$ cat config.mk
export PLATFORM = sky130hd
export DESIGN_NAME = cfgrom_reader
export DESIGN_NICKNAME = d
export VERILOG_FILES = /design/src/rtl/cfgrom_pkg.sv /design/src/rtl/cfgrom_phase.sv /design/src/rtl/cfgrom_delay.sv /design/src/rtl/cfgrom_rx.sv /design/src/rtl/cfgrom_reader.sv
export SDC_FILE = /design/constraint.sdc
export NUM_CORES = 1
export LEC_CHECK = 0
export ABC_AREA = 0
export BUFFER_PORTS_ARGS = -buffer_cell sky130_fd_sc_hd__buf_2
export CAP_MARGIN = 20
export CORE_AREA = 2 2 108 110
export CTS_CLUSTER_SIZE = 10
export DETAILED_ROUTE_END_ITERATION = 8
export DIE_AREA = 0 0 110 112
export GPL_TIMING_DRIVEN = 0
export PLACE_DENSITY_LB_ADDON = 0.12
export SLEW_MARGIN = 20
export SYNTH_ARGS = -nofsm -noshare
export SYNTH_HDL_FRONTEND = slang
export SYNTH_SLANG_ARGS = --single-unit
$ cat constraint.sdc
create_clock -name clk -period 2.85 [get_ports clk]
set_input_delay 0.1425 -clock clk [delete_from_list [all_inputs] [get_ports clk]]
set_output_delay 0.1425 -clock clk [all_outputs]
set_load 0.01 [all_outputs]
$ cat src/rtl/cfgrom_pkg.sv
package cfgrom_pkg;
   typedef enum logic [2:0] {
      ST_IDLE,
      ST_LEAD,
      ST_SHIFT,
      ST_LAG,
      ST_GAP
   } cfg_state_t;

   localparam logic [7:0] READ_OPCODE = 8'h03;
endpackage

$ cat src/rtl/cfgrom_phase.sv
// Serial clock phase generator: HALF cycles low, then HALF cycles high.
module cfgrom_phase #(
   parameter int HALF = 6
) (
   input  logic clk,
   input  logic rst_n,
   input  logic run,
   output logic sck,
   output logic rise,
   output logic fall
);
   localparam int PER = 2 * HALF;
   localparam int PW  = (PER > 2) ? $clog2(PER) : 1;

   logic [PW-1:0] ph;

   assign rise = run && (ph == PW'(HALF - 1));
   assign fall = run && (ph == PW'(PER - 1));

   always_ff @(posedge clk or negedge rst_n) begin
      if (!rst_n) begin
         ph  <= '0;
         sck <= 1'b0;
      end else if (!run || fall) begin
         ph  <= '0;
         sck <= 1'b0;
      end else begin
         ph <= ph + 1'b1;
         if (rise) sck <= 1'b1;
      end
   end
endmodule

$ cat src/rtl/cfgrom_delay.sv
// Loadable down-counter used for the chip-select intervals.
module cfgrom_delay #(
   parameter int W = 4
) (
   input  logic         clk,
   input  logic         rst_n,
   input  logic         load,
   input  logic [W-1:0] val,
   output logic         zero
);
   logic [W-1:0] cnt;

   assign zero = (cnt == '0);

   always_ff @(posedge clk or negedge rst_n) begin
      if (!rst_n)         cnt <= '0;
      else if (load)      cnt <= val;
      else if (cnt != '0) cnt <= cnt - 1'b1;
   end
endmodule

$ cat src/rtl/cfgrom_rx.sv
// Assembles incoming bits MSB first into bytes.
module cfgrom_rx (
   input  logic       clk,
   input  logic       rst_n,
   input  logic       clear,
   input  logic       sample,
   input  logic       bit_in,
   output logic [7:0] byte_out,
   output logic       complete
);
   logic [6:0] sr;
   logic [2:0] bc;

   assign complete = sample && (bc == 3'd7);
   assign byte_out = {sr, bit_in};

   always_ff @(posedge clk or negedge rst_n) begin
      if (!rst_n) begin
         sr <= '0;
         bc <= '0;
      end else if (clear) begin
         bc <= '0;
      end else if (sample) begin
         sr <= {sr[5:0], bit_in};
         bc <= bc + 1'b1;
      end
   end
endmodule

$ cat src/rtl/cfgrom_reader.sv
module cfgrom_reader
   import cfgrom_pkg::*;
#(
   parameter int CLK_HALF    = 6,
   parameter int CS_LEAD_CYC = 6,
   parameter int CS_LAG_CYC  = 6,
   parameter int CS_IDLE_CYC = 12,
   parameter int ADDR_W      = 24,
   parameter int NARROW_W    = 16,
   parameter int CNT_W       = 16
) (
   input  logic              clk,
   input  logic              rst_n,
   input  logic              strap_use_rom,
   input  logic              strap_wide_addr,
   input  logic              start,
   input  logic [ADDR_W-1:0] base_addr,
   input  logic [CNT_W-1:0]  byte_count,
   output logic              busy,
   output logic              done,
   output logic              rd_valid,
   output logic [7:0]        rd_data,
   output logic [CNT_W-1:0]  rd_index,
   output logic              spi_cs_n,
   output logic              spi_sck,
   output logic              spi_mosi,
   input  logic              spi_miso
);
   localparam int HDR_WIDE   = 8 + ADDR_W;
   localparam int HDR_NARROW = 8 + NARROW_W;
   localparam int HDR_CW     = $clog2(HDR_WIDE + 1);
   localparam int BIT_W      = CNT_W + 4;
   localparam int TMR_MAX    = (CS_IDLE_CYC > CS_LEAD_CYC) ?
                               ((CS_IDLE_CYC > CS_LAG_CYC) ? CS_IDLE_CYC : CS_LAG_CYC) :
                               ((CS_LEAD_CYC > CS_LAG_CYC) ? CS_LEAD_CYC : CS_LAG_CYC);
   localparam int TMR_W      = $clog2(TMR_MAX + 1);

   generate
      if (CLK_HALF < 1 || CS_LEAD_CYC < 1 || CS_LAG_CYC < 1 || CS_IDLE_CYC < 1) begin : g_bad_timing
         $error("cfgrom_reader: every interval must be at least one cycle");
      end
      if (NARROW_W < 8 || NARROW_W >= ADDR_W || ADDR_W > 32) begin : g_bad_addr
         $error("cfgrom_reader: need 8 <= NARROW_W < ADDR_W <= 32");
      end
      if (CNT_W < 4) begin : g_bad_cnt
         $error("cfgrom_reader: CNT_W too small for the header count");
      end
   endgenerate

   // Straps are sampled only while reset is asserted.
   logic use_rom_q, wide_q;
   always_ff @(posedge clk) begin
      if (!rst_n) begin
         use_rom_q <= strap_use_rom;
         wide_q    <= strap_wide_addr;
      end
   end

   cfg_state_t          state;
   logic [HDR_WIDE-1:0] tx_sr;
   logic [HDR_CW-1:0]   hdr_left;
   logic [BIT_W-1:0]    bits_left;
   logic [CNT_W-1:0]    byte_idx;

   logic             run, rise, fall;
   logic             tmr_load, tmr_zero;
   logic [TMR_W-1:0] tmr_val;
   logic             rx_sample, rx_complete;
   logic [7:0]       rx_byte;
   logic             go;

   assign go        = (state == ST_IDLE) && start && use_rom_q && (byte_count != '0);
   assign run       = (state == ST_SHIFT);
   assign rx_sample = rise && (hdr_left == '0);
   assign spi_mosi  = tx_sr[HDR_WIDE-1];

   cfgrom_phase #(.HALF(CLK_HALF)) u_phase (
      .clk(clk), .rst_n(rst_n), .run(run), .sck(spi_sck), .rise(rise), .fall(fall)
   );

   cfgrom_delay #(.W(TMR_W)) u_delay (
      .clk(clk), .rst_n(rst_n), .load(tmr_load), .val(tmr_val), .zero(tmr_zero)
   );

   cfgrom_rx u_rx (
      .clk(clk), .rst_n(rst_n), .clear(go), .sample(rx_sample), .bit_in(spi_miso),
      .byte_out(rx_byte), .complete(rx_complete)
   );

   always_comb begin
      tmr_load = 1'b0;
      tmr_val  = '0;
      unique case (state)
         ST_IDLE:  if (go) begin
                      tmr_load = 1'b1;
                      tmr_val  = TMR_W'(CS_LEAD_CYC - 1);
                   end
         ST_SHIFT: if (fall && bits_left == BIT_W'(1)) begin
                      tmr_load = 1'b1;
                      tmr_val  = TMR_W'(CS_LAG_CYC - 1);
                   end
         ST_LAG:   if (tmr_zero) begin
                      tmr_load = 1'b1;
                      tmr_val  = TMR_W'(CS_IDLE_CYC - 1);
                   end
         default:  ;
      endcase
   end

   always_ff @(posedge clk or negedge rst_n) begin
      if (!rst_n) begin
         state     <= ST_IDLE;
         spi_cs_n  <= 1'b1;
         busy      <= 1'b0;
         done      <= 1'b0;
         tx_sr     <= '0;
         hdr_left  <= '0;
         bits_left <= '0;
         byte_idx  <= '0;
         rd_valid  <= 1'b0;
         rd_data   <= '0;
         rd_index  <= '0;
      end else begin
         done     <= 1'b0;
         rd_valid <= rx_complete;
         if (rx_complete) begin
            rd_data  <= rx_byte;
            rd_index <= byte_idx;
            byte_idx <= byte_idx + 1'b1;
         end
         unique case (state)
            ST_IDLE: begin
               if (go) begin
                  spi_cs_n <= 1'b0;
                  busy     <= 1'b1;
                  byte_idx <= '0;
                  state    <= ST_LEAD;
                  if (wide_q) begin
                     tx_sr     <= {READ_OPCODE, base_addr};
                     hdr_left  <= HDR_CW'(HDR_WIDE);
                     bits_left <= BIT_W'({byte_count, 3'b000}) + BIT_W'(HDR_WIDE);
                  end else begin
                     tx_sr     <= {READ_OPCODE, base_addr[NARROW_W-1:0], {(ADDR_W-NARROW_W){1'b0}}};
                     hdr_left  <= HDR_CW'(HDR_NARROW);
                     bits_left <= BIT_W'({byte_count, 3'b000}) + BIT_W'(HDR_NARROW);
                  end
               end else if (start) begin
                  done <= 1'b1;
               end
            end
            ST_LEAD: if (tmr_zero) state <= ST_SHIFT;
            ST_SHIFT: begin
               if (fall) begin
                  tx_sr     <= {tx_sr[HDR_WIDE-2:0], 1'b0};
                  bits_left <= bits_left - 1'b1;
                  if (hdr_left != '0) hdr_left <= hdr_left - 1'b1;
                  if (bits_left == BIT_W'(1)) state <= ST_LAG;
               end
            end
            ST_LAG: if (tmr_zero) begin
               spi_cs_n <= 1'b1;
               state    <= ST_GAP;
            end
            ST_GAP: if (tmr_zero) begin
               busy  <= 1'b0;
               done  <= 1'b1;
               state <= ST_IDLE;
            end
            default: state <= ST_IDLE;
         endcase
      end
   end
endmodule

==> impl_metrics.json, run 1 <==
{
  "place_inst": 946,
  "fin_worst_skew_ps": 7.031,
  "fin_ws_ps": 338.1,
  "postLayoutCoreUtil_pct": 68.89,
  "min_path_cells": 3,
  "tightestPinTransition_ps": 1029,
  "die_width_um": 110,
  "core-area_um2": 11170,
  "end_kind": "register",
  "gp_congestion": 0.9162,
  "grt_pass1_vias": 5440,
  "cts_buffer_depth": 2,
  "overflow": 0,
  "synth-edff-count": 2,
  "yosysTopAreaCell": "dfrtp_1",
  "clkSinkCount": 126,
  "synth_cell_type_count": 58,
  "synth_seq_cells": 126,
  "dp_slack_ps": 315.3,
  "critPathLaunchType": "register",
  "clock-root-buffer": "clkbuf_16",
  "first_iter_violations": 439,
  "wl_mm": 15.93,
  "max_slew_margin_pct": 31.28,
  "grt_use_total_pct": 27.72,
  "crit_fanout": 10,
  "synth_top_cell_area_share_pct": 47.86,
  "fin_setup_tns_ps": 0,
  "vias_per_cell": 5.687,
  "antenna_found_initial": 0,
  "synth_nets": 787,
  "drc": 0,
  "dr.pass1.iters": 5,
  "max_cap_viol_count": 0,
  "die_y_um": 112,
  "required_ps": 3120,
  "cts_setup_buffers": 0,
  "numCtsBuffers": 17,
  "ir_drop_v": 0.0003769,
  "finalPower_mw": 4.119,
  "synth_warnings": 0,
  "area_delta_synth_final_pct": 19.71,
  "report.final.slew_viol_count": 0,
  "syn_inst": 727,
  "async_flop_share_pct": 98.41,
  "io_buffers": 75,
  "h-tree-depth": 4,
  "fin_crit_sh_pct": 88.14,
  "clk_pin_slew_ps": 50,
  "drt-wirelength-per-cell_um": 16.13,
  "num_rows": 39,
  "ys_seq_area_share_pct": 49.20,
  "dpl.hpwl_mm": 11.17,
  "drive_gt1_share_pct": 16.09,
  "fmax_mhz": 398.1,
  "dieArea_um2": 12320,
  "n_antenna_cell": 0,
  "finalCriticalPeriod_ps": 2512,
  "nets": 893,
  "critPathArrivalTime_ps": 2780,
  "cts_tree": "done",
  "rr_worst_depth": 5,
  "avgSynthCellArea_um2": 8.846,
  "grt_max_degree": 76,
  "p_leak_nw": 3.587,
  "hold_viol_final": 0,
  "start_util_pct": 57.55,
  "vias": 5619,
  "setup_viol": 0,
  "synth_area_leaders": "dfrtp_1 (48%), nand2_1 (8.7%), o21ai_0 (5.6%)",
  "hp-class": "input port to register",
  "grt_pass1_wl_mm": 26.45,
  "ys.flop_type": "dfrtp_1",
  "antenna_left": 0,
  "ios": 76,
  "fin_cells": 988,
  "netlist_area_um2": 6431,
  "power_density_nw_per_um2": 535.0,
  "clk-insertion-delay-late_ps": 420,
  "rsz0062_at_grt": "false",
  "status": "finished clean",
  "worst-setup-path-type": "register to register"
}
[final timing paths]
check	to	start	slack, ps
max	tx_sr[30]$_DFFE_PN0P_	state[2]$_DFFE_PN0P_	340
min	tx_sr[6]$_DFFE_PN0P_	base_addr[6]	20
max reg2reg	tx_sr[30]$_DFFE_PN0P_	state[2]$_DFFE_PN0P_	340
min reg2reg	rd_index[7]$_DFFE_PN0N_	rd_index[7]$_DFFE_PN0N_	460
max in group asynchronous	spi_cs_n$_DFFE_PN1P_	rst_n	1850
min in group asynchronous	rd_data[7]$_DFFE_PN0N_	rst_n	250
[metal layers]
layer  share of wire, %  routed length, um  track usage [%]  vias up
met5                  0                  0                0        -
met4                1.7                265            9.873        0
met3                5.4                858            6.265       25
met2                 48               7690            43.89      188
met1                 45               7119            37.28     2683
li1                   -                  -                -     2723
[stage by stage]
step	hold slack [ps]	area (um2)
after CTS	1.845	7699
after global placement	320.4	6985
after floorplan	-153.1	6431
after detailed placement	125.4	7019
after global routing	29.12	7699
final	18.79	7699
[layout by cell type, fill, tap and decap left out, drive strengths merged, types with 7 or more instances in the layout]
cell / instances
nand2: 150
dfrtp: 123
buf: 96
o21ai: 75
nor2: 74
a21oi: 55
clkbuf: 47
xor2: 19
mux2i: 18
inv: 16
nor3: 15
ha: 14
nand3: 12
and3: 11
xnor2: 11
dlygate4sd3: 11
nand4: 8
mux2: 8
or3: 7
[cells in the mapped netlist (2+ instances only)]
library cell and number:
a211oi_1 2, a21o_1 3, a21oi_1 54, a22o_1 3
a22oi_1 2, a31oi_1 3, a41oi_1 2, and2_1 5
and3_1 11, buf_1 4, buf_2 14, clkbuf_1 22
dfrtp_1 123, edfxtp_1 2, ha_1 14, inv_1 16
mux2_2 8, mux2i_1 18, nand2_1 149, nand2b_1 4
nand3_1 12, nand4_1 8, nor2_1 74, nor2b_1 3
nor3_1 14, nor3b_1 3, nor4_1 6, o21ai_0 72
o21ai_1 3, o22ai_1 2, o2bb2ai_1 2, o41ai_1 2
or2_2 3, or3_1 7, or4_1 5, or4b_1 2
xnor2_1 11, xor2_1 19
[cell type report]
type                            instances  area (um2)
Buffer                                 42       186.4
Clock buffer                           25       485.5
Clock inverter                          6       83.83
Fill cell                             877        3476
Inverter                               16       60.06
Multi-Input combinational cell        543        3020
Sequential cell                       126        3164
Tap cell                              143       178.9
Timing Repair Buffer                   87       519.2
[registers in the layout (all words and copies together), names as in the netlist]
register,count
spi_cs_n,1
hdr_left,6
rd_valid,1
bits_left,20
u_phase.sck,1
busy,1
u_phase.ph,4
u_rx.sr,7
wide_q,1
byte_idx,16
rd_data,8
tx_sr,32
u_delay.cnt,4
done,1
rd_index,16
use_rom_q,1
state,3
u_rx.bc,3
[worst max-delay path, cell delays in order (launching register included)]
cell,delay [ps]
dfrtp_1,350
buf_2,160
or4b_1,590
nor2_1,660
clkbuf_1,430
o21ai_0,170
[power breakdown]
| part | switching, mW | internal [mW] |
|---|---|---|
| registers | 0.0120 | 1.81 |
| logic | 0.114 | 0.0809 |
| clock network | 0.750 | 1.35 |
[kinds of logic after synthesis]
kind of cell / Yosys count / synth area share (%)
compound gates: 159 / 14.05
xor+xnor: 30 / 4.086
fa+ha+maj: 14 / 2.724
buf+inv: 58 / 3.833
flops: 126 / 49.20
mux: 26 / 4.202
simple gates: 314 / 21.91
[repair_timing]
action	CTS	global route
hold buffers	11	0
endpoints found under the hold margin	61	0
gates resized for setup	0	0
Note: power is estimated with default switching activity, not from simulation.
==> inputs of run 2 (changes only) <==
Settings changed: PLACE_DENSITY from default to 0.79, PLACE_DENSITY_LB_ADDON 0.12 to default.
==> impl_metrics.json, run 2 (same netlist as run 1, synthesis figures left out) <==
{
  "area_delta_synth_final_pct": 19.98,
  "overflow": 0,
  "report.final.slew_viol_count": 0,
  "reg_top3": "tx_sr (32), bits_left (20)",
  "worst-setup-path-type": "register to register",
  "fmax_mhz": 396.6,
  "crit_chain": "buf_2, nor3b_1, clkbuf_1, clkbuf_1, o21ai_0, a21oi_1, a21oi_1",
  "die_y_um": 112,
  "max_stage_delay_ps": 560,
  "fin_setup_tns_ps": 0,
  "layout_common_cells": "nand2_1 (149), dfrtp_1 (123), buf_2 (88)",
  "grt_pass1_vias": 5419,
  "die_width_um": 110,
  "end_kind": "register",
  "rr_worst_depth": 7,
  "h-tree-depth": 4,
  "vias": 5711,
  "dr.pass1.iters": 7,
  "dpl.hpwl_mm": 11.22,
  "nets": 894,
  "largest_reg_flops": 32,
  "cts_resized": 0,
  "rsz0062_at_grt": "false",
  "io_buffers": 75,
  "ir_drop_v": 0.0003632,
  "vias_per_cell": 5.769,
  "drive_gt1_share_pct": 16.77,
  "highest_layer": "met4",
  "grt_max_degree": 83,
  "grt_use_total_pct": 26.68,
  "clock-root-buffer": "clkbuf_16",
  "required_ps": 3130,
  "cts_setup_buffers": 0,
  "postLayoutCoreUtil_pct": 69.05,
  "fin_crit_sh_pct": 88.48,
  "num_rows": 39,
  "wl_mm": 15.73,
  "max_slew_margin_pct": 29.72,
  "crit_fanout": 10,
  "fin_worst_skew_ps": 11.60,
  "power_density_nw_per_um2": 530.5,
  "critPathLaunchType": "register",
  "antenna_left": 0,
  "p_switching_mw": 0.9296,
  "grt_pass1_wl_mm": 25.42,
  "numCtsBuffers": 17,
  "setup_viol": 0,
  "clk-insertion-delay-late_ps": 420,
  "gp_congestion": 0.9046,
  "finalCriticalPeriod_ps": 2522,
  "p_clk_share_pct": 50.7,
  "comb_power_share_pct": 4.8,
  "antenna_found_initial": 0,
  "tightestPinTransition_ps": 1052,
  "switching_share_pct": 22.71,
  "cpMaxStageDelayCell": "clkbuf_1",
  "dr_wl_met3_um": 962,
  "final_common_cell": "nand2_1",
  "critPathArrivalTime_ps": 2810,
  "status": "finished clean",
  "postCtsHoldBufs": 12,
  "hold_viol_final": 0,
  "finalPower_mw": 4.093,
  "timing.hold.ws_ps": 134.0,
  "top_register": "tx_sr",
  "first_iter_violations": 471,
  "p_leak_nw": 3.585,
  "n_antenna_cell": 0,
  "core-area_um2": 11170,
  "hp-class": "input port to register",
  "clkSinkCount": 126,
  "cts_buffer_depth": 2,
  "cts_tree": "done",
  "clk_pin_slew_ps": 50,
  "drc": 0,
  "p_seq_share_pct": 44.6,
  "start_util_pct": 57.55,
  "dieArea_um2": 12320,
  "drt-met1-wl_mm": 6.858,
  "max_cap_viol_count": 0,
  "p_int_mw": 3.164,
  "drt-wirelength-per-cell_um": 15.89,
  "ios": 76,
  "min_path_cells": 3,
  "wl_met2_mm": 7.647
}
==> run 2: cell types whose count changed in the layout (fill, tap and decap cells not counted), sizes merged <==
cell	before	now
clkinv	4	5
bufinv	2	1
dlygate4sd3	11	12
clkbuf	47	42
clkinvlp	0	4
inv	16	18
==> run 2: through the flow <==
step / area, um2 / cells / setup slack [ps]
2_1_floorplan: 6431 / 727 / 738.4
3_3_place_gp: 6985 / 945 / 43.11
3_5_place_dp: 7019 / 946 / 279.7
4_1_cts: 7716 / 990 / 359.0
5_1_grt: 7716 / 990 / 185.3
6_report: 7716 / 990 / 328.4
==> run 2: worst max-delay path: cells and delay by family (launching register included) <==
kind                   cells  cell delay (ps)
AOI/OAI and AO/OA          3              410
buffers and inverters      3             1210
DFF                        1              350
and+or+nand+nor            1              420
==> run 2: layout make-up <==
class / count / area (um2)
clock inverters: 12 / 110.1
repair buffers: 88 / 529.3
flip-flops and latches: 126 / 3164
fillers: 878 / 3458
clock buffers: 20 / 466.7
plain buffers: 42 / 186.4
inverters: 16 / 60.06
well taps: 143 / 178.9
multi-input cells: 543 / 3020
==> run 2: worst paths after layout <==
check | start | end | slack [ps]
setup / recovery | state[2]$_DFFE_PN0P_ | bits_left[15]$_DFFE_PN0P_ | 330
hold / removal | byte_count[15] | bits_left[18]$_DFFE_PN0P_ | 130
setup reg to reg | state[2]$_DFFE_PN0P_ | bits_left[15]$_DFFE_PN0P_ | 330
hold reg to reg | rd_data[2]$_DFFE_PN0N_ | rd_data[2]$_DFFE_PN0N_ | 460
max in group asynchronous | rst_n | spi_cs_n$_DFFE_PN1P_ | 1890
min in group asynchronous | rst_n | u_phase.ph[1]$_DFF_PN0_ | 230
==> run 2: power groups by stage <==
| stage | registers (mW) | logic [mW] | clock network (mW) |
|---|---|---|---|
| 4_1_cts | 1.82 | 0.196 | 2.10 |
| 3_5_place_dp | 1.86 | 0.183 | 0 |
| 6_report | 1.82 | 0.195 | 2.07 |
| 3_3_place_gp | 1.85 | 0.171 | 0 |
| 2_1_floorplan | 1.85 | 0.0754 | 0 |
| 5_1_grt | 1.83 | 0.216 | 2.18 |
==> run 2: routing by layer <==
| layer | track usage (%) | vias to the layer above |
|---|---|---|
| met3 | 6.206 | 25 |
| li1 | - | 2716 |
| met1 | 34.39 | 2748 |
| met4 | 9.536 | 0 |
| met5 | 0 | - |
| met2 | 43.72 | 222 |
